File: src/rtl/pal_pkg.sv
// Package: shared defaults and the macrocell mode encoding for the logic array.
// Assumes: one mode bit per cell, 1 selects the registered variant.
package pal_pkg;
    localparam int DEF_N_IN  = 8;
    localparam int DEF_N_MC  = 8;
    localparam int DEF_N_PT  = 8;

    typedef enum logic {
        MC_COMB = 1'b0,
        MC_REG  = 1'b1
    } mc_mode_e;
endpackage

File: src/rtl/pal_cfg_chain.sv
// Configuration shift chain: holds term connections, cell modes and the
// power-down enable. Assumes: bit 0 receives serial data, MSB is the
// power-down enable, and reset restores an all-connected registered device.
module pal_cfg_chain #(
    parameter int CFG_W = 2057
) (
    input  logic             clk,
    input  logic             rst_n,
    input  logic             prog_en,
    input  logic             prog_din,
    output logic [CFG_W-1:0] cfg
);
    localparam logic [CFG_W-1:0] CFG_RESET = {1'b0, {(CFG_W-1){1'b1}}};

    // Shift one configuration bit in per edge while programming.
    always_ff @(posedge clk) begin
        if (!rst_n)
            cfg <= CFG_RESET;
        else if (prog_en)
            cfg <= {cfg[CFG_W-2:0], prog_din};
    end


    shift_in_chk: assert property (@(posedge clk) disable iff (!rst_n)
        prog_en |=> cfg[0] == $past(prog_din));
endmodule

File: src/rtl/pal_and_array.sv
// Product-term array: every term ANDs the literals whose connection bit is
// set. Assumes: two connection bits per signal per term, true form at the
// even index, complement at the odd one.
module pal_and_array #(
    parameter int N_SIG   = 16,
    parameter int N_TERMS = 64
) (
    input  logic [N_TERMS*2*N_SIG-1:0] fuses,
    input  logic [N_SIG-1:0]           sig,
    output logic [N_TERMS-1:0]         pt
);
    localparam int PT_FUSES = 2 * N_SIG;

    for (genvar t = 0; t < N_TERMS; t++) begin : g_term
        logic [N_SIG-1:0] lit_ok;
        for (genvar s = 0; s < N_SIG; s++) begin : g_sig
            // A literal passes unless its connection demands the other level.
            assign lit_ok[s] = (~fuses[t*PT_FUSES + 2*s]     |  sig[s]) &
                               (~fuses[t*PT_FUSES + 2*s + 1] | ~sig[s]);
        end
        assign pt[t] = &lit_ok;
    end
endmodule

File: src/rtl/pal_macrocell.sv
// Output macrocell: registered or combinational sum, inverted output, enable
// selection and power-down hold. Assumes freeze already merges the raw
// request and the power-down state, and pd_q is the registered state.
module pal_macrocell #(
    parameter int N_PT = 8
) (
    input  logic              clk,
    input  logic              rst_n,
    input  logic              prog_en,
    input  logic              freeze,
    input  logic              pd_q,
    input  pal_pkg::mc_mode_e mode,
    input  logic              oe_n,
    input  logic [N_PT-1:0]   pt,
    output logic              q,
    output logic              pin_val,
    output logic              pin_en
);
    import pal_pkg::*;

    logic sum_all, sum_tail, live_val, live_en, hold_val, hold_en;

    // OR of all terms for registered use, of terms 1.. for combinational use.
    always_comb begin
        sum_all  = |pt;
        sum_tail = |pt[N_PT-1:1];
    end

    // Live output value and enable for the selected mode.
    always_comb begin
        live_val = (mode == MC_REG) ? ~q : ~sum_tail;
        live_en  = !prog_en && ((mode == MC_REG) ? !oe_n : pt[0]);
    end

    // State register: advances only outside programming and power-down.
    always_ff @(posedge clk) begin
        if (!rst_n)
            q <= 1'b0;
        else if (!prog_en && !freeze)
            q <= (mode == MC_REG) ? sum_all : 1'b0;
    end

    // Hold copy of the pin, captured each edge until power-down is active.
    always_ff @(posedge clk) begin
        if (!rst_n) begin
            hold_val <= 1'b1;
            hold_en  <= 1'b0;
        end else if (!pd_q) begin
            hold_val <= live_val;
            hold_en  <= live_en;
        end
    end

    // Pin selection between live and held values.
    always_comb begin
        pin_val = pd_q ? hold_val : live_val;
        pin_en  = prog_en ? 1'b0 : (pd_q ? hold_en : live_en);
    end


    pd_hold_chk: assert property (@(posedge clk) disable iff (!rst_n)
        (pd_q && $past(pd_q) && !prog_en && !$past(prog_en)) |->
        (pin_val == $past(pin_val) && pin_en == $past(pin_en)));


    reset_clear_chk: assert property (@(posedge clk)
        !rst_n |=> (q == 1'b0 && hold_en == 1'b0));


    comb_clear_chk: assert property (@(posedge clk) disable iff (!rst_n)
        (mode == MC_COMB && $past(mode) == MC_COMB && !$past(prog_en) && !$past(freeze))
        |-> q == 1'b0);
endmodule

File: src/rtl/pal_array_top.sv
// Top of the programmable logic array: configuration chain, product-term
// array, power-down control and the output macrocells.
// Assumes: data_in[DUAL_IDX] is the dual-use pin; outputs are shown as
// value/enable pairs instead of tri-state pins.
module pal_array_top #(
    parameter int N_IN     = pal_pkg::DEF_N_IN,
    parameter int N_MC     = pal_pkg::DEF_N_MC,
    parameter int N_PT     = pal_pkg::DEF_N_PT,
    parameter int DUAL_IDX = 3
) (
    input  logic            clk,
    input  logic            rst_n,
    input  logic            prog_en,
    input  logic            prog_din,
    input  logic [N_IN-1:0] data_in,
    input  logic            oe_n,
    output logic [N_MC-1:0] out_val,
    output logic [N_MC-1:0] out_en
);
    import pal_pkg::*;

    localparam int N_SIG   = N_IN + N_MC;
    localparam int N_TERMS = N_MC * N_PT;
    localparam int FUSE_W  = N_TERMS * 2 * N_SIG;
    localparam int CFG_W   = FUSE_W + N_MC + 1;

    logic [CFG_W-1:0]   cfg;
    logic [N_TERMS-1:0] pt;
    logic [N_MC-1:0]    q;
    logic [N_IN-1:0]    in_eff;
    logic [N_SIG-1:0]   sig;
    logic               pd_en, pd_req, pd_q, freeze;

    pal_cfg_chain #(.CFG_W(CFG_W)) u_chain (
        .clk(clk), .rst_n(rst_n), .prog_en(prog_en), .prog_din(prog_din), .cfg(cfg)
    );

    // Dual-use pin decode and array signal assembly.
    always_comb begin
        pd_en  = cfg[CFG_W-1];
        pd_req = pd_en && data_in[DUAL_IDX];
        in_eff = data_in;
        if (pd_en)
            in_eff[DUAL_IDX] = 1'b0;
        sig    = {q, in_eff};
        freeze = pd_req || pd_q;
    end

    // Power-down state, sampled on each edge outside programming.
    always_ff @(posedge clk) begin
        if (!rst_n)
            pd_q <= 1'b0;
        else
            pd_q <= pd_req && !prog_en;
    end

    pal_and_array #(.N_SIG(N_SIG), .N_TERMS(N_TERMS)) u_array (
        .fuses(cfg[FUSE_W-1:0]), .sig(sig), .pt(pt)
    );

    for (genvar m = 0; m < N_MC; m++) begin : g_cell
        pal_macrocell #(.N_PT(N_PT)) u_cell (
            .clk(clk), .rst_n(rst_n), .prog_en(prog_en), .freeze(freeze),
            .pd_q(pd_q), .mode(mc_mode_e'(cfg[FUSE_W + m])), .oe_n(oe_n),
            .pt(pt[m*N_PT +: N_PT]), .q(q[m]),
            .pin_val(out_val[m]), .pin_en(out_en[m])
        );
    end


    prog_quiet_chk: assert property (@(posedge clk) disable iff (!rst_n)
        prog_en |-> out_en == '0);
endmodule

File: config.mk
export PLATFORM = sky130hd
export DESIGN_NAME = pal_array_top
export DESIGN_NICKNAME = d
export VERILOG_FILES = /design/src/rtl/pal_pkg.sv /design/src/rtl/pal_cfg_chain.sv /design/src/rtl/pal_and_array.sv /design/src/rtl/pal_macrocell.sv /design/src/rtl/pal_array_top.sv
export SDC_FILE = /design/constraint.sdc
export NUM_CORES = 2
export LEC_CHECK = 0
export ABC_AREA = 1
export CAP_MARGIN = 20
export CORE_ASPECT_RATIO = 0.6
export CORE_MARGIN = 3
export CORE_UTILIZATION = 50
export CTS_CLUSTER_DIAMETER = 40
export DETAILED_ROUTE_END_ITERATION = 7
export GPL_TIMING_DRIVEN = 0
export PLACE_DENSITY = 0.65
export SLEW_MARGIN = 20
export SYNTH_ARGS = -nofsm -noshare
export SYNTH_HDL_FRONTEND = slang
export SYNTH_SLANG_ARGS = --single-unit
File: constraint.sdc
create_clock -name clk -period 2.2 [get_ports clk]
set_clock_uncertainty 0.05 [all_clocks]
set_input_delay 0.22 -clock clk [delete_from_list [all_inputs] [get_ports clk]]
set_output_delay 0.22 -clock clk [all_outputs]
set_load 0.03 [all_outputs]
==> reports/metrics.cfg <==
[routing]
drt_iter0_drc = 17400
drc = 25
vias = 93500
wire_per_inst_um = 28.0
wirelength_um = 431000
ant_nets = 0
firstDrtPassIters = 8
vias_per_cell = 6.07

[cts]
clock_latency_ns = 0.89
path_clk_slew_ns = 0.07
cts_max_path_buffers = 4
cts_buffers = 216
clock-sinks = 2082
htree_levels = 4
tritoncts = built
root_buffer = clkbuf_16

[place]
io_buffers = 19
gp_congestion = 1.10
hpwl_um = 315000
dpl_worst_slack_ns = -2.59

[layout]
nets = 13000
finish.utilization = 0.591
final_cell_mix = 5375 x nand2_1, 2073 x dfxtp_1, 1344 x nand3_1, 734 x o21ai_0, 523 x nor2_1
synthToLayoutAreaGrowth_pct = 16.4
final_common_cell = nand2_1
layout-drive-gt1-share = 0.0972

[global_routing]
grt_use_total = 0.461
grt_pass1_vias = 80000
antenna_found_initial = 47
grt_pass1_wl_um = 586000
grt-ovfl-total = 0
grt_max_degree = 17

[synthesis]
synth_edf_count = 0
synthTopCellsByArea = dfxtp_1 48%, nand2_1 24%, nand3_1 7.7%
synth.top_cell.area_share = 0.479
synthFlopType = dfxtp_1
synth_area_um2 = 87000
syn_avg_cell_area_um2 = 6.88
ys_warn_count = 0
synth-seq-area-share = 0.479
synth_seq_cells = 2082
synthCells = 12600
yosys.area.top_type = dfxtp_1
syn-num-nets = 12700
synthDistinctLibCells = 25
async_reset_ff_frac = 0

[floorplanning]
core_area_um2 = 171000
die_area_um2 = 179000
pin_count = 29
die_h_um = 329
rows = 117
initial_core_util = 0.508
die_w_um = 544

[flow_run]
max-cap-violations = 0

[pwr]
power_mw = 92.3
ir_worst_vdd_mv = 0.763
powerDensity_nw_per_um2 = 911
leakage_nw = 50.0

[timing]
drv_slew = 0
finalSetupViolations = 162
tightest_slew_ns = 1.36
fin_setup_tns_ns = -31.69
fin_crit_ns = 3.58
rsz0062_at_grt = yes
finalCritPeriodShare = 1.63
relSlewSlack = 0.0916
hold_viol_final = 0
max_freq_mhz = 279
worst_slack_ns = -1.38

[setup_path]
cp.required_ns = 1.93
cp.arrival_ns = 3.31
path_class = flip-flop to output port
crit_path_start_kind = flip-flop
worstSetupEndpointType = output port
crit_fanout = 8

[status]
status = finished with violations
violations = design-rule violations, negative setup slack

[min_path]
hp-class = primary input to flip-flop

synth_stat cells, drive strengths merged, types with 8 or more instances:
cell	instances
nand2	5509
dfxtp	2082
o21ai	808
inv	437
o211ai	384
nand3	1360
buf	424
a21boi	8
nor2	672
or2	24
clkbuf	513
a21oi	425
through the flow:
step | cells | hold slack [ns] | cell area [um2]
after floorplan | 12600 | 0.296 | 87000
after CTS | 15400 | 0.181 | 101000
after detailed placement | 14900 | 0.412 | 90100
after global placement | 14900 | 0.404 | 90000
final | 15400 | 0.231 | 101000
after global routing | 15400 | 0.231 | 101000
what timing repair did:
action                     in CTS  in global routing
setup endpoints to repair      99                 90
setup buffers                  56                 19
resized for setup             828                169
cloned                          6                  0
hold buffers                    1                  0
hold endpoints to repair        1                  0
pin swaps                     131                101
cell families after synthesis:
kind of cell,synth area share
simple gates,0.348
flops,0.479
compound gates,0.105
buf+inv,0.0677
report_power, final:
part	leakage (nW)	total [mW]	switching, mW	internal, mW
clock	3.64	39.5	16.9	22.6
sequential	17.3	42.2	2.08	40.1
combinational	29.1	10.5	7.49	3.06
final timing paths:
check	from	to	slack, ns	depth (start not counted)
max reg2reg	u_chain.cfg[2056]	g_cell[2].u_cell.q	-1.20	24
min	data_in[3]	pd_q	0.23	5
min reg2reg	u_chain.cfg[187]	u_chain.cfg[188]	0.42	2
max	g_cell[7].u_cell.q	out_val[5]	-1.38	18
cell type report:
cell class	instances	area [um2]
diodes	20	50.0
fillers	15900	70000
plain buffers	931	5440
clock buffers	288	6170
repair buffers	94	1180
clock inverters	99	1230
flip-flops and latches	2082	41700
inverters	438	1660
well taps	2261	2830
multi-input cells	9192	41000
per-layer routing:
layer	up-vias	GRT usage	share of wire
met4	18	0.286	0.075
met1	43900	0.614	0.38
met2	7084	0.605	0.37
met5	-	0.00875	0.00086
met3	1385	0.198	0.17
li1	41100	-	-
critical path, stage by stage (launching register included):
cell and delay, ns:
dfxtp_4 0.45, inv_4 0.05, buf_12 0.17, buf_16 0.18
nand2_4 0.07, nand2_1 0.06, nor2_2 0.12, nand2_2 0.12
nor2_4 0.24, nand2_4 0.13, nand2_4 0.09, nor2_4 0.04
buf_12 0.14, nand2_4 0.07, nand2_4 0.06, nand2_4 0.09
inv_1 0.05, buf_4 0.12, buf_6 0.13
sequential cells by signal, indices dropped and copies added (netlist names):
signal	count
g_cell.u_cell.q	8
g_cell.u_cell.hold_val	8
g_cell.u_cell.hold_en	8
pd_q	1
u_chain.cfg	2057
(Power assumes the default switching activity.)
